--- src/rtl/trace_pkg.sv ---
// Shared types for the pixel trace path detector.
// Assumes: nothing beyond the encodings stated in the brief.
package trace_pkg;

    // Path rule selected by the mode input
    typedef enum logic [1:0] {
        MODE_DIAG     = 2'd0,
        MODE_CURVE    = 2'd1,
        MODE_MONO     = 2'd2,
        MODE_MONO_ALT = 2'd3
    } trace_mode_e;

    // Lateral direction committed so far by a no-zigzag path
    typedef enum logic [1:0] {
        LEAN_FREE  = 2'd0,
        LEAN_RIGHT = 2'd1,
        LEAN_LEFT  = 2'd2
    } lean_e;

endpackage

--- src/rtl/row_decoder.sv ---
// Row decoder: reports whether exactly one column bit is set and, if so,
// the index of that bit.
// Assumes: the index output is meaningful only when one_hot is 1.
module row_decoder #(
    parameter int N_COLS = 10,
    localparam int COL_W = $clog2(N_COLS)
) (
    input  logic [N_COLS-1:0] cols,
    output logic              one_hot,
    output logic [COL_W-1:0]  col_idx
);

    // Single-bit test on the column vector
    always_comb begin
        one_hot = $onehot(cols);
    end

    // Index encoder: OR of the positions of all set bits
    always_comb begin
        col_idx = '0;
        for (int i = 0; i < N_COLS; i++) begin
            if (cols[i]) col_idx = col_idx | COL_W'(i);
        end
    end

endmodule

--- src/rtl/path_tracker.sv ---
// Path tracker: holds the state of the path through the current frame and
// judges each sampled row against the selected rule. It raises a one-cycle
// hit when the last row completes a valid path.
// Assumes: row_idx < N_ROWS whenever sample is 1; the decoder outputs
// belong to the same cycle as sample.
module path_tracker
    import trace_pkg::*;
#(
    parameter int N_ROWS = 10,
    parameter int N_COLS = 10,
    localparam int ROW_W = $clog2(N_ROWS),
    localparam int COL_W = $clog2(N_COLS),
    localparam int CMP_W = ((ROW_W > COL_W) ? ROW_W : COL_W) + 1
) (
    input  logic             clk,
    input  logic             rst_n,
    input  logic             sample,
    input  logic [ROW_W-1:0] row_idx,
    input  trace_mode_e      mode,
    input  logic             one_hot,
    input  logic [COL_W-1:0] col_idx,
    output logic             hit
);

    localparam logic [ROW_W-1:0] LAST_ROW = ROW_W'(N_ROWS - 1);

    logic             trk_valid;
    logic [COL_W-1:0] last_col;
    logic [ROW_W-1:0] last_row;
    lean_e            lean;

    logic [CMP_W-1:0] c_now, c_last, r_now, r_last;
    logic             row_first, chain_ok, step_up, step_down, step_same;
    logic             adj_ok, mono_ok, rule_ok, row_pass;
    lean_e            lean_nxt;

    // Common-width copies of the row and column values used in the compares
    always_comb begin
        c_now  = CMP_W'(col_idx);
        c_last = CMP_W'(last_col);
        r_now  = CMP_W'(row_idx);
        r_last = CMP_W'(last_row);
    end

    // Column offset from the previously accepted row
    always_comb begin
        step_up   = (c_now == c_last + CMP_W'(1));
        step_down = (c_now + CMP_W'(1) == c_last);
        step_same = (c_now == c_last);
        adj_ok    = step_up | step_down | step_same;
    end

    // Direction rule: an offset opposite to the committed lean is refused
    always_comb begin
        mono_ok = adj_ok
                  && !((lean == LEAN_RIGHT) && step_down)
                  && !((lean == LEAN_LEFT)  && step_up);
    end

    // Row continuity and per-mode judgement of the sampled row
    always_comb begin
        row_first = (row_idx == '0);
        chain_ok  = trk_valid && (r_now == r_last + CMP_W'(1));
        unique case (mode)
            MODE_DIAG:     rule_ok = (c_now == r_now);
            MODE_CURVE:    rule_ok = row_first || adj_ok;
            MODE_MONO,
            MODE_MONO_ALT: rule_ok = row_first || mono_ok;
            default:       rule_ok = 1'b0;
        endcase
        row_pass = one_hot && rule_ok && (row_first || chain_ok);
    end

    // Lean update: row 0 frees it, the first nonzero offset fixes it
    always_comb begin
        lean_nxt = lean;
        if (row_first) begin
            lean_nxt = LEAN_FREE;
        end else if (lean == LEAN_FREE) begin
            if (step_up)        lean_nxt = LEAN_RIGHT;
            else if (step_down) lean_nxt = LEAN_LEFT;
        end
    end

    // Completion: the last row is sampled and it passes
    always_comb begin
        hit = sample && (row_idx == LAST_ROW) && row_pass;
    end

    // Path state register, written only on sample cycles
    always_ff @(posedge clk) begin
        if (!rst_n) begin
            trk_valid <= 1'b0;
            last_col  <= '0;
            last_row  <= '0;
            lean      <= LEAN_FREE;
        end else if (sample) begin
            trk_valid <= row_pass;
            last_col  <= col_idx;
            last_row  <= row_idx;
            lean      <= lean_nxt;
        end
    end

endmodule

--- src/rtl/flag_blinker.sv ---
// Sticky detection flag with clear priority, plus a divided blink phase
// gated by the flag.
// Assumes: BLINK_HALF >= 2.
module flag_blinker #(
    parameter int BLINK_HALF = 8,
    localparam int CNT_W = $clog2(BLINK_HALF)
) (
    input  logic clk,
    input  logic rst_n,
    input  logic hit,
    input  logic clear,
    output logic found,
    output logic blink
);

    localparam logic [CNT_W-1:0] CNT_TOP = CNT_W'(BLINK_HALF - 1);

    logic             flag_q;
    logic             phase_q;
    logic [CNT_W-1:0] cnt_q;

    // Set/reset flag: clear takes priority over a completing hit
    always_ff @(posedge clk) begin
        if (!rst_n)     flag_q <= 1'b0;
        else if (clear) flag_q <= 1'b0;
        else if (hit)   flag_q <= 1'b1;
    end

    // Divider: runs while the flag is set, idle at zero otherwise
    always_ff @(posedge clk) begin
        if (!rst_n || !flag_q) begin
            cnt_q   <= '0;
            phase_q <= 1'b0;
        end else if (cnt_q == CNT_TOP) begin
            cnt_q   <= '0;
            phase_q <= ~phase_q;
        end else begin
            cnt_q   <= cnt_q + CNT_W'(1);
        end
    end

    // Outputs: blink is forced low in the same cycle the flag is low
    always_comb begin
        found = flag_q;
        blink = flag_q & phase_q;
    end

endmodule

--- src/rtl/trace_path_detector.sv ---
// Top of the pixel trace path detector. It decodes the sampled row, tracks
// the path through the frame and latches a detection with a blink output.
// Assumes: one sample pulse per scanned row, row_idx < N_ROWS on samples.
module trace_path_detector
    import trace_pkg::*;
#(
    parameter int N_ROWS     = 10,
    parameter int N_COLS     = 10,
    parameter int BLINK_HALF = 8,
    localparam int ROW_W = $clog2(N_ROWS),
    localparam int COL_W = $clog2(N_COLS)
) (
    input  logic              clk,
    input  logic              rst_n,
    input  logic [ROW_W-1:0]  row_idx,
    input  logic              sample,
    input  logic [N_COLS-1:0] cols,
    input  logic [1:0]        mode,
    input  logic              clear,
    output logic              found,
    output logic              blink
);

    logic             one_hot;
    logic [COL_W-1:0] col_idx;
    logic             hit;
    trace_mode_e      mode_e;

    // Interpret the raw mode pins as the rule enumeration
    always_comb begin
        mode_e = trace_mode_e'(mode);
    end

    row_decoder #(.N_COLS(N_COLS)) u_dec (
        .cols    (cols),
        .one_hot (one_hot),
        .col_idx (col_idx)
    );

    path_tracker #(.N_ROWS(N_ROWS), .N_COLS(N_COLS)) u_trk (
        .clk     (clk),
        .rst_n   (rst_n),
        .sample  (sample),
        .row_idx (row_idx),
        .mode    (mode_e),
        .one_hot (one_hot),
        .col_idx (col_idx),
        .hit     (hit)
    );

    flag_blinker #(.BLINK_HALF(BLINK_HALF)) u_flag (
        .clk   (clk),
        .rst_n (rst_n),
        .hit   (hit),
        .clear (clear),
        .found (found),
        .blink (blink)
    );

endmodule

--- config.mk ---
export PLATFORM = sky130hd
export DESIGN_NAME = trace_path_detector
export DESIGN_NICKNAME = d
export VERILOG_FILES = /design/src/rtl/trace_pkg.sv /design/src/rtl/row_decoder.sv /design/src/rtl/path_tracker.sv /design/src/rtl/flag_blinker.sv /design/src/rtl/trace_path_detector.sv
export SDC_FILE = /design/constraint.sdc
export NUM_CORES = 1
export LEC_CHECK = 0
export ABC_AREA = 1
export CAP_MARGIN = 10
export CORE_ASPECT_RATIO = 0.5
export CORE_MARGIN = 10
export CORE_UTILIZATION = 30
export DETAILED_ROUTE_END_ITERATION = 12
export DONT_BUFFER_PORTS = 1
export GPL_TIMING_DRIVEN = 0
export MAX_ROUTING_LAYER = met4
export PLACE_DENSITY = 0.5
export RECOVER_POWER = 50
export SLEW_MARGIN = 20
export SYNTH_ARGS = -nofsm -noshare
export SYNTH_HDL_FRONTEND = slang
export SYNTH_SLANG_ARGS = --single-unit
--- constraint.sdc ---
create_clock -name clk -period 3 [get_ports clk]
set_input_delay 0.15 -clock clk [delete_from_list [all_inputs] [get_ports clk]]
set_output_delay 0.15 -clock clk [all_outputs]
set_load 0.02 [all_outputs]
==> results.cfg <==
[outcome]
outcome = finished, final reports clean

[timing]
hold_slack_ns = 0.0435
finalSetupViolCount = 0
period_share = 0.944
finalWorstSetupSlack_ns = 0.167
drv_slew = 0
worstMarginPinSlew_ns = 0.355
fin_crit_ns = 2.83
max_slew_margin = 0.761
finClkSkew_ns = 0.000959
hold_violations = 0
rsz0062_at_grt = no
final.setup.tns_ns = 0
fmax_mhz = 353

[yosys]
yosysWarnings = 0
syn_area_um2 = 1560
syn_nets = 255
ys_seq_area_frac = 0.205
syn_inst = 214
synth_cell_types = 33
synth_seq_cells = 16
post_synth.cell_area_avg_um2 = 7.30
synth_flop_cell = dfxtp_1
synth_enable_flop_cells = 0
synth_async_sr_flop_share = 0

[clock_tree]
tritoncts = done
clock_sinks = 16
ctsRootBufferMaster = clkbuf_8
htreeDepth = 1
cts_buffers = 3
clk_latency_ns = 0.24
cts_setup_buffers = 0
clk_pin_slew_ns = 0.06
clock_path_buffers = 2

[global_routing]
grt_pass1_vias = 1301
grt.met2_usage = 0.132
grt_usage = 0.0838
grt_pass1_wl_um = 5910
grt_max_degree = 11
busiest_layer = met2
antenna_found_initial = 0
grt_util_met3 = 0.0230
grt_overflow = 0
use_met1 = 0.104

[setup_path]
critPathLaunchType = input port
cp.required_ns = 3.18
cp_data_arrival_time_ns = 3.02
worst-path-max-fanout = 2
worstSetupPathType = in -> reg
endpoint_kind = register

[routing]
drcViolationCount = 0
drtIter0Drc = 71
wl_per_cell_um = 11.6
vias = 1277
ant_nets = 0
vias_per_cell = 4.43
routed_wirelength_um = 3350
first_pass_iters = 4

[flow_run]
maxCapViolations = 0

[cells_and_area]
finalNetCount = 260
finish.utilization = 0.344
stdcell_area_um2 = 1710
layout-drive-gt1-share = 0.170
fin_cells = 288
antenna_cells = 0
layout_commonest_cell = inv_1
mostFrequentLayoutCells = 44 x inv_1, 27 x nand2_1, 16 x nand3_1, 16 x dfxtp_1
syn_to_final_growth_pct = 9.45

[floorplan]
core_um2 = 4980
die_x_um = 122
io_pins = 22
start_util = 0.314
row_count = 18
die_h_um = 71.0
dieArea_um2 = 8670

[place]
dpl_cell_area_um2 = 1650
dp_cells = 284
gp_congestion = 0.839
dp_worst_setup_slack_ns = -0.236
hpwlAfterDp_um = 2930
port_buffers = 0

[pwr]
p_leak_nw = 0.826
p_total_mw = 0.637
power_density_nw_per_um2 = 373
ir_drop_mv = 0.176

[hold_path]
hp-class = in -> reg
## routing by layer
metal  part of all wire  vias up
met1               0.51      568
met5                  0        -
met4             0.0084        0
met2               0.43       27
met3              0.050        2
li1                   -      680
## what timing repair did
item	in CTS	in global routing
resized for setup	0	3
endpoints found under the setup margin	0	2
hold buffers	0	0
hold endpoints to repair	0	0
## cells in the mapped netlist (all sizes together), types with 2 or more instances
| cell type | n | share of area |
|---|---|---|
| nand3 | 19 | 0.075 |
| nor2 | 21 | 0.070 |
| nand2 | 36 | 0.10 |
| xor2 | 5 | 0.028 |
| inv | 49 | 0.12 |
| dfxtp | 16 | 0.20 |
| fa | 6 | 0.077 |
| a21oi | 11 | 0.040 |
| xnor2 | 6 | 0.034 |
| ha | 15 | 0.12 |
| nand4 | 4 | 0.016 |
| nand3b | 3 | 0.014 |
| o21ai | 13 | 0.044 |
| a211oi | 2 | 0.013 |
| nor4 | 2 | 0.018 |
## sequential cells by signal, summed over array words and instances (netlist names)
name,cells
u_flag.phase_q,1
u_flag.found,1
u_flag.cnt_q,3
u_trk.last_row,4
u_trk.trk_valid,1
u_trk.last_col,4
u_trk.lean,2
## where the power goes
part	internal (mW)	total, mW	switching (mW)
Combinational	0.0918	0.221	0.130
Sequential	0.222	0.232	0.00940
Clock	0.116	0.184	0.0678
Total	0.430	0.637	0.207
## worst max-delay path, cell delays in order
cell and delay, ns:
inv_1 0.02, ha_1 0.26, inv_1 0.05, fa_1 0.50
fa_1 0.52, inv_1 0.05, fa_2 0.37, fa_2 0.41
nor2_1 0.11, nand4_1 0.12, inv_2 0.10, nand2_2 0.07
nor2_4 0.09, nand3_2 0.08, a21oi_2 0.11
## cell type report
type | instances | area (um^2)
clock buffers | 4 | 55.1
flip-flops and latches | 16 | 320
multi-input cells | 147 | 1050
inverters | 50 | 188
plain buffers | 1 | 5.00
well taps | 70 | 87.6
fillers | 542 | 3270
## cell families (layout without fill, tap and decap cells)
group | after synthesis | in the layout | synth area share
compound gates | 28 | 28 | 0.109
xor+xnor | 11 | 11 | 0.0616
fa+ha+maj | 21 | 21 | 0.197
buf+inv | 51 | 55 | 0.123
flops | 16 | 16 | 0.205
simple gates | 87 | 87 | 0.304
## worst paths after layout
kind                          start                end  slack, ns  cells after the start
setup / recovery            cols[8]       u_flag.found       0.17                     15
hold / removal           row_idx[2]  u_trk.last_row[2]       0.04                      2
setup reg to reg  u_trk.last_col[0]      u_trk.lean[1]       1.36                     10
hold reg to reg     u_flag.cnt_q[0]    u_flag.cnt_q[0]       0.44                      1
No activity file was read; power rests on OpenSTA's default activity.
